$ cat src/rtl/ptr_addr_pkg.sv
package ptr_addr_pkg;

  typedef enum logic [2:0] {
    ASEL_DP0 = 3'd0,
    ASEL_DP1 = 3'd1,
    ASEL_FP  = 3'd2,
    ASEL_SP  = 3'd3,
    ASEL_CP  = 3'd4
  } acc_sel_e;

  typedef enum logic [1:0] {
    STEP_HOLD = 2'd0,
    STEP_UP   = 2'd1,
    STEP_DOWN = 2'd2,
    STEP_RSVD = 2'd3
  } step_mode_e;

  typedef enum logic [2:0] {
    RSEL_DP0  = 3'd0,
    RSEL_DP1  = 3'd1,
    RSEL_BP   = 3'd2,
    RSEL_OFFS = 3'd3,
    RSEL_SP   = 3'd4,
    RSEL_CP   = 3'd5
  } reg_sel_e;

  // linear (non-frame) pointers held in a generated bank
  localparam int NLIN = 4;

endpackage

$ cat src/rtl/ptr_step_unit.sv
module ptr_step_unit
  import ptr_addr_pkg::*;
#(
  parameter int W = 16
) (
  input  logic [W-1:0] cur,
  input  logic [1:0]   mode,
  output logic [W-1:0] nxt
);

  function automatic logic [W-1:0] step_fn(logic [W-1:0] v, logic [1:0] m);
    case (m)
      STEP_UP:   return v + W'(1);
      STEP_DOWN: return v - W'(1);
      default:   return v;
    endcase
  endfunction

  assign nxt = step_fn(cur, mode);

endmodule

$ cat src/rtl/ptr_cell.sv
module ptr_cell #(
  parameter int W = 16
) (
  input  logic         clk,
  input  logic         rst_n,
  input  logic         ld_en,
  input  logic [W-1:0] ld_val,
  input  logic         step_en,
  input  logic [W-1:0] step_val,
  output logic [W-1:0] q
);

  // a direct load outranks a step
  always_ff @(posedge clk or negedge rst_n) begin
    if (!rst_n)       q <= '0;
    else if (ld_en)   q <= ld_val;
    else if (step_en) q <= step_val;
  end

endmodule

$ cat src/rtl/ptr_addr_unit.sv
module ptr_addr_unit
  import ptr_addr_pkg::*;
#(
  parameter int AW = 16,
  parameter int OW = 8
) (
  input  logic          clk,
  input  logic          rst_n,
  input  logic          acc_valid,
  input  logic [2:0]    acc_sel,
  input  logic          acc_write,
  input  logic [1:0]    acc_step,
  input  logic          wr_en,
  input  logic [2:0]    wr_sel,
  input  logic [AW-1:0] wr_data,
  output logic [AW-1:0] eff_addr,
  output logic [AW-1:0] ptr_dp0,
  output logic [AW-1:0] ptr_dp1,
  output logic [AW-1:0] ptr_bp,
  output logic [OW-1:0] ptr_offs,
  output logic [AW-1:0] ptr_sp,
  output logic [AW-1:0] ptr_cp
);

  localparam int LW = $clog2(NLIN);

  function automatic logic [LW-1:0] lin_index(logic [2:0] s);
    case (s)
      ASEL_DP1: return LW'(1);
      ASEL_SP:  return LW'(2);
      ASEL_CP:  return LW'(3);
      default:  return LW'(0);
    endcase
  endfunction

  function automatic logic [2:0] lin_load_code(int i);
    case (i)
      1:       return RSEL_DP1;
      2:       return RSEL_SP;
      3:       return RSEL_CP;
      default: return RSEL_DP0;
    endcase
  endfunction

  function automatic logic [AW-1:0] frame_sum(logic [AW-1:0] base, logic [OW-1:0] off);
    return base + {{(AW-OW){1'b0}}, off};
  endfunction

  // access decode, named for the checker
  logic          sel_lin, sel_fp, cp_wr_block, step_mode_ok, step_fire, pre_use;
  logic [LW-1:0] lin_idx;

  assign sel_lin      = (acc_sel == ASEL_DP0) || (acc_sel == ASEL_DP1) ||
                        (acc_sel == ASEL_SP)  || (acc_sel == ASEL_CP);
  assign sel_fp       = (acc_sel == ASEL_FP);
  assign cp_wr_block  = (acc_sel == ASEL_CP) && acc_write;
  assign step_mode_ok = (acc_step == STEP_UP) || (acc_step == STEP_DOWN);
  assign step_fire    = acc_valid && step_mode_ok && !cp_wr_block && (sel_lin || sel_fp);
  assign pre_use      = step_fire && acc_write;
  assign lin_idx      = lin_index(acc_sel);

  // linear pointer bank
  logic [AW-1:0]   lin_q  [NLIN];
  logic [AW-1:0]   lin_nx [NLIN];
  logic [NLIN-1:0] lin_step_en, lin_ld_en;

  for (genvar i = 0; i < NLIN; i++) begin : g_lin
    localparam logic [LW-1:0] LIN_ID  = LW'(i);
    localparam logic [2:0]    LD_CODE = lin_load_code(i);

    assign lin_step_en[i] = step_fire && sel_lin && (lin_idx == LIN_ID);
    assign lin_ld_en[i]   = wr_en && (wr_sel == LD_CODE);

    ptr_step_unit #(.W(AW)) u_step (
      .cur (lin_q[i]),
      .mode(acc_step),
      .nxt (lin_nx[i])
    );

    ptr_cell #(.W(AW)) u_cell (
      .clk     (clk),
      .rst_n   (rst_n),
      .ld_en   (lin_ld_en[i]),
      .ld_val  (wr_data),
      .step_en (lin_step_en[i]),
      .step_val(lin_nx[i]),
      .q       (lin_q[i])
    );
  end

  // frame pointer: base never steps, offset does
  logic [OW-1:0] offs_q, offs_nx;
  logic [AW-1:0] bp_q;
  logic          offs_step_en, offs_ld_en, bp_ld_en;

  assign offs_step_en = step_fire && sel_fp;
  assign offs_ld_en   = wr_en && (wr_sel == RSEL_OFFS);
  assign bp_ld_en     = wr_en && (wr_sel == RSEL_BP);

  ptr_step_unit #(.W(OW)) u_offs_step (
    .cur (offs_q),
    .mode(acc_step),
    .nxt (offs_nx)
  );

  ptr_cell #(.W(OW)) u_offs (
    .clk     (clk),
    .rst_n   (rst_n),
    .ld_en   (offs_ld_en),
    .ld_val  (wr_data[OW-1:0]),
    .step_en (offs_step_en),
    .step_val(offs_nx),
    .q       (offs_q)
  );

  ptr_cell #(.W(AW)) u_bp (
    .clk     (clk),
    .rst_n   (rst_n),
    .ld_en   (bp_ld_en),
    .ld_val  (wr_data),
    .step_en (1'b0),
    .step_val('0),
    .q       (bp_q)
  );

  // effective address: writes see the stepped value, reads the held one
  logic [AW-1:0] lin_addr, fp_addr;
  assign lin_addr = pre_use ? lin_nx[lin_idx] : lin_q[lin_idx];
  assign fp_addr  = frame_sum(bp_q, pre_use ? offs_nx : offs_q);

  always_comb begin
    if (sel_lin)     eff_addr = lin_addr;
    else if (sel_fp) eff_addr = fp_addr;
    else             eff_addr = '0;
  end

  assign ptr_dp0  = lin_q[0];
  assign ptr_dp1  = lin_q[1];
  assign ptr_sp   = lin_q[2];
  assign ptr_cp   = lin_q[3];
  assign ptr_bp   = bp_q;
  assign ptr_offs = offs_q;

endmodule

$ cat config.mk
export PLATFORM = sky130hd
export DESIGN_NAME = ptr_addr_unit
export DESIGN_NICKNAME = d
export VERILOG_FILES = /design/src/rtl/ptr_addr_pkg.sv /design/src/rtl/ptr_step_unit.sv /design/src/rtl/ptr_cell.sv /design/src/rtl/ptr_addr_unit.sv
export SDC_FILE = /design/constraint.sdc
export NUM_CORES = 1
export LEC_CHECK = 0
export BUFFER_PORTS_ARGS = -buffer_cell sky130_fd_sc_hd__buf_2
export CORE_MARGIN = 10
export CORE_UTILIZATION = 49
export DETAILED_ROUTE_END_ITERATION = 8
export GPL_TIMING_DRIVEN = 1
export PLACE_DENSITY = 0.69
export SKIP_CTS_REPAIR_TIMING = 1
export SYNTH_ARGS = -nofsm -noshare
export SYNTH_HDL_FRONTEND = slang
export SYNTH_SLANG_ARGS = --single-unit
export TNS_END_PERCENT = 30
$ cat constraint.sdc
create_clock -name clk -period 8.3 [get_ports clk]
set_input_delay 1.245 -clock clk [delete_from_list [all_inputs] [get_ports clk]]
set_output_delay 1.245 -clock clk [all_outputs]
set_load 0.02 [all_outputs]
# --- Word level (Yosys, flattened, before mapping) ---
# Cells that the tools add are included.
totals:
  register_bits: 88
  output_inout_bits: 104
classes:
  add_sub_neg: 11
  order_cmp: 1
  n_eq_ne: 14
  muxes: 26
  n_bitwise: 1
  n_reduce_logical: 31
op_table:
  columns: ["cell", "count"]
  rows:
  - ["16-bit 2-to-1 mux", 15]
  - ["16-bit one-hot mux with 2 select lines", 4]
  - ["16-bit by 1-bit adder with 16-bit output, second input constant", 4]
  - ["16-bit binary-select mux with 2-bit select", 2]
  - ["16-bit by 1-bit subtractor with 16-bit output, second input constant", 4]
  - ["8-bit 2-to-1 mux", 3]
  - ["1-bit logical AND", 17]
  - ["16-bit by 8-bit adder with 16-bit output", 1]
  - ["8-bit one-hot mux with 2 select lines", 1]
  - ["3-bit by 2-bit == test with 1-bit output, second input constant", 4]
  - ["2-bit nonzero test", 5]
  - ["3-bit == test, second input constant", 3]
  - ["8-bit by 1-bit adder with 8-bit output, second input constant", 1]
  - ["8-bit by 1-bit subtractor with 8-bit output, second input constant", 1]
  - ["2-bit == test, second input constant", 3]
  - ["3-bit by 1-bit == test with 1-bit output, second input constant", 2]
  - ["3-bit zero test", 2]
  - ["2-bit one-hot mux with 3 select lines", 1]
  - ["1-bit logical OR", 5]
  - ["2-bit by 1-bit == test with 1-bit output, second input constant", 2]
  - ["3-bit greater-or-equal comparator, second input constant", 1]
  - ["2-bit NOT with 3-bit output", 1]
  - ["2-bit zero test", 1]
  - ["1-bit zero test", 1]

# --- Logic depth before layout (Yosys ltp) ---
depth:
  depth_word: 11
  ltp_mapped: 25
  mapped_depth_nobuf: 19

# --- Hierarchy ---
# From an unflattened synthesis, not the netlist that was laid out.
hier_totals:
  cells_unflattened: 1547
  hier_area_um2: 11750.0
by_module_without_submodules:
  columns: ["mod", "instances", "cells_per_inst", "area_each_um2", "seq_area_each_um2"]
  rows:
  - ["ptr_step_unit at g_lin[0].u_step ...", 4, 184, 1214.9, 0.0]
  - ["ptr_cell at g_lin[0].u_cell ...", 5, 69, 744.5, 400.4]
  - ["ptr_addr_unit", 1, 338, 2108.3, 0.0]
  - ["ptr_step_unit at u_offs_step", 1, 94, 686.9, 0.0]
  - ["ptr_cell at u_offs", 1, 34, 372.9, 200.2]

# --- Worst setup path after synthesis ---
# No wires, ideal clock.
synth_timing:
  path_type: "in2out"
  from: "input acc_step[0]"
  to: "output eff_addr[13]"
  arrival_time_ps: 5628
  required_time_ps: 7055
  path_slack_ps: 1427
  stages: 25
  path_buffers: 6
  cell_sequence: "inv_1 -> ha_1 -> buf_2 -> buf_2 -> buf_4 -> buf_2 -> buf_2 -> buf_2 -> xor2_1 -> ha_1 -> a31oi_1 -> o22ai_1 -> nor2_1 -> nor3b_1 -> nand2_1 -> xnor2_1 -> ha_1 -> nor3_1 -> nor2_1 -> a31o_2 -> and2_1 -> o21ai_0 -> xnor2_1 -> a221oi_1 -> a22oi_1"
synth_via:
  elab_chain_len: 10
synth_lines:
  columns: ["element", "line", "rtl"]
  rows:
  - ["start: declaration", "ptr_addr_unit.sv:12", "input logic [1:0] acc_step,"]
  - ["2-bit by 1-bit == test with 1-bit output / 2-bit == test (equally long branches)", "ptr_step_unit.sv:12, ptr_addr_unit.sv:57", null]
  - ["1-bit logical OR", "ptr_addr_unit.sv:57", "assign step_mode_ok = (acc_step == STEP_UP) || (acc_step == STEP_DOWN);"]
  - ["1-bit logical AND (3 in series)", "ptr_addr_unit.sv:58", "assign step_fire = acc_valid && step_mode_ok && !cp_wr_block && (sel_lin || sel_fp);"]
  - ["1-bit logical AND", "ptr_addr_unit.sv:59", "assign pre_use = step_fire && acc_write;"]
  - ["8-bit 2-to-1 mux", "ptr_addr_unit.sv:129", "assign fp_addr = frame_sum(bp_q, pre_use ? offs_nx : offs_q);"]
  - ["16-bit by 8-bit adder with 16-bit output", "ptr_addr_unit.sv:46", "return base + {{(AW-OW){1'b0}}, off};"]
  - ["16-bit 2-to-1 mux", "ptr_addr_unit.sv:133", "else if (sel_fp) eff_addr = fp_addr;"]
  - ["16-bit 2-to-1 mux (*)", "ptr_addr_unit.sv:132", "if (sel_lin) eff_addr = lin_addr;"]
  - ["end: declaration", "ptr_addr_unit.sv:16", "output logic [AW-1:0] eff_addr,"]
# Mark *: on every way between the ends. The rest lies on a longest branch, timed or not. The select of a mux whose other input is x is not followed.

# --- Worst setup path after layout ---
layout_timing:
  from: "input acc_step[0]"
  to: "output eff_addr[12]"
# Same word-level chain as after synthesis.

==> results.yml <==
run_status:
  status: "finished, final reports clean"
clocking:
  cts.clk_slew.worst_paths_ns: 0.07
  cts_max_level: 3
  root_buffer: "clkbuf_16"
  cts_num_sinks: 88
  clock_latency_ns: 0.36
  clk_path_buf_depth: 2
  cts_tree: "yes"
  cts_inserted_buffers: 9
sta:
  finalMaxSlewViolations: 0
  fin_crit_sh_pct: 83.2
  finalHoldViolations: 0
  maxSlewHeadroom_pct: 12.5
  timing.fmax_ghz: 0.145
  rsz0062_at_grt: "no"
  skew_ns: 0.00720
  setup_viol: 0
  setup_tns_ns: 0
  tightest_slew_ns: 1.30
  setup_slack_ns: 1.39
  min_period_ns: 6.91
  whs_ns: 0.552
floorplan:
  dieHeight_microns: 167
  num_rows: 53
  die_area_sq_um: 27800
  core_area_sq_um: 21100
  design.portCount: 133
  dieWidth_microns: 167
  start_util_pct: 50.1
worst_setup_path:
  cp-end-kind: "output port"
  cp.required_ns: 7.05
  cp-start-kind: "input pin"
  criticalPathCategory: "in -> out"
  cp.arrival_ns: 5.66
  cp_max_fo: 16
final_layout:
  layout.cells.non_filler: 1796
  ff_latch_area_sq_um: 2200
  nFillCells: 2125
  multiInputGateArea_sq_um: 7680
  nNetsFinal: 1562
  drive_above_1_share_pct: 14.4
  area_delta_synth_final_pct: 9.02
route:
  drt-initial-drc-count: 1995
  drc: 0
  drt-pass1-iter-count: 6
  totalWireLength_mm: 47.8
  ant_nets: 0
  routedWlPerCell_microns: 26.6
  viasPerCell: 6.80
  vias: 12200
global_route:
  antenna_found_initial: 1
  track_usage_pct: 32.8
  grt-ovfl-total: 0
  grt_pass1_vias: 11100
  grt_max_degree: 53
  grt_pass1_wl_mm: 71.8
logic_synthesis:
  async_flop_share_pct: 100
  syn_inst: 1488
  seq_area_frac_synth_pct: 20.9
  synth_nets: 1535
  yosysTopAreaCellShare_pct: 20.9
  synth_cell_types: 92
  synth_edf_count: 0
  ys_top_cells_by_area: "dfrtp_1 (21%), nand2_1 (7.1%), xnor2_1 (7.0%)"
  dominantRegCellSynth: "dfrtp_1"
  yosysTopAreaCell: "dfrtp_1"
  ys_warn_count: 0
  post-synth-top-count-cell: "nand2_1"
  synth-seq-cells: 88
  avgSynthCellArea_sq_um: 7.10
  synth_common_cells: "nand2_1 (201), o21ai_0 (136), nor2_1 (123), a21oi_1 (107), clkbuf_1 (98)"
  synth_area_sq_um: 10600
pwr:
  peakVddDrop_mv: 0.144
  p_leak_nw: 4.40
  powerDensity_nw_per_um2: 245
place:
  dp.cells: 1779
  post-dp-hpwl_mm: 34.3
  gp_congestion: 1.02
  dp_slack_ns: 1.59
  portBuffers: 132
run:
  cap_viol_max_count: 0
worst_hold_path:
  min_path_type: "reg -> reg"
[power breakdown]
part / internal [W] / leakage (nW) / switching (W)
clock: 0.000274 / 0.153 / 0.000203
sequential: 0.000536 / 1.05 / 0.000402
combinational: 0.000539 / 3.19 / 0.000868
total: 0.00135 / 4.40 / 0.00147
[area by class of cell]
cell class | count | area share (%)
clock buffers | 12 | 2.14
repair buffers | 158 | 7.46
clock inverters | 4 | 0.663
diodes | 1 | 0.0217
well taps | 275 | 2.99
inverters | 27 | 0.880
flip-flops and latches | 88 | 19.1
multi-input cells | 1231 | 66.7
[final timing paths]
check                                                 startpoint                               end  slack [ns]  cells past startpoint
worst max-delay path                                 acc_step[0]                      eff_addr[12]        1.39                     19
worst min-delay path                       u_bp.q[6]$_DFFE_PN0P_             u_bp.q[6]$_DFFE_PN0P_        0.55                      1
worst max register to register  g_lin[0].u_cell.q[1]$_DFFE_PN0P_  g_lin[0].u_cell.q[4]$_DFFE_PN0P_        5.27                     10
worst min register to register             u_bp.q[6]$_DFFE_PN0P_             u_bp.q[6]$_DFFE_PN0P_        0.55                      1
max in group asynchronous                                  rst_n            u_bp.q[10]$_DFFE_PN0P_        6.28                      2
min in group asynchronous                                  rst_n  g_lin[3].u_cell.q[5]$_DFFE_PN0P_        0.87                      1
[flip-flops by register name, summed over array words and instances (netlist names)]
register        count
u_bp.q             16
u_offs.q            8
g_lin.u_cell.q     64
[cells in the final DEF (no fill, tap or decap), types with 19 or more instances in the layout]
master    Yosys  final
dfrtp_1      88     88
xnor2_1      84     84
o21ai_0     136    136
a31oi_1      23     23
mux2_2       19     19
mux2i_1      19     19
a21oi_1     107    107
o211ai_1     28     28
nand2_1     201    201
xor2_1       45     45
nor3_1       42     40
buf_4         8     27
inv_1        24     24
buf_2        27    131
nand3_1      37     37
nor2_1      123    122
[kinds of logic (layout without fill, tap and decap cells)]
group / Yosys count / in the layout / synth area share [%]
and+or+nand+nor: 551 / 551 / 24.9
AOI/OAI and AO/OA: 494 / 494 / 30.7
buffers and inverters: 169 / 201 / 6.70
xor gates and xnor gates: 129 / 129 / 10.7
DFF: 88 / 88 / 20.9
muxes: 39 / 39 / 3.93
adders and majority gates: 18 / 18 / 2.20
other: 0 / 1 / 0
[worst max-delay path, cell delays in order]
cell and delay [ns]:
buf_2 0.10, inv_1 0.13, ha_2 0.31, nand2b_1 0.26, nor2_1 0.30, nand2_1 0.48
xnor2_1 0.32, ha_1 0.23, inv_1 0.07, fa_1 0.41, nor2b_1 0.11, o21ai_0 0.08
nand2b_1 0.12, a31oi_1 0.15, o21ai_0 0.51, nand3_1 0.17, xor2_1 0.33, o211ai_1 0.13
buf_2 0.21
[stage by stage]
stage          power, W  area [sq um]  utilization [%]
2_1_floorplan   0.00179         10600                -
3_3_place_gp    0.00229         11200             53.0
3_5_place_dp    0.00230         11200             53.0
4_1_cts         0.00278         11500             54.6
5_1_grt         0.00298         11500             54.6
6_report        0.00282         11500             54.6
[routing by layer]
layer / vias to the layer above / track usage, % / routed length, microns
li1: 5473 / - / -
met1: 5827 / 44.9 / 19700
met2: 789 / 47.4 / 20100
met3: 122 / 6.02 / 5180
met4: 0 / 18.6 / 2910
met5: - / 0 / 0
(Power assumes the default switching activity.)
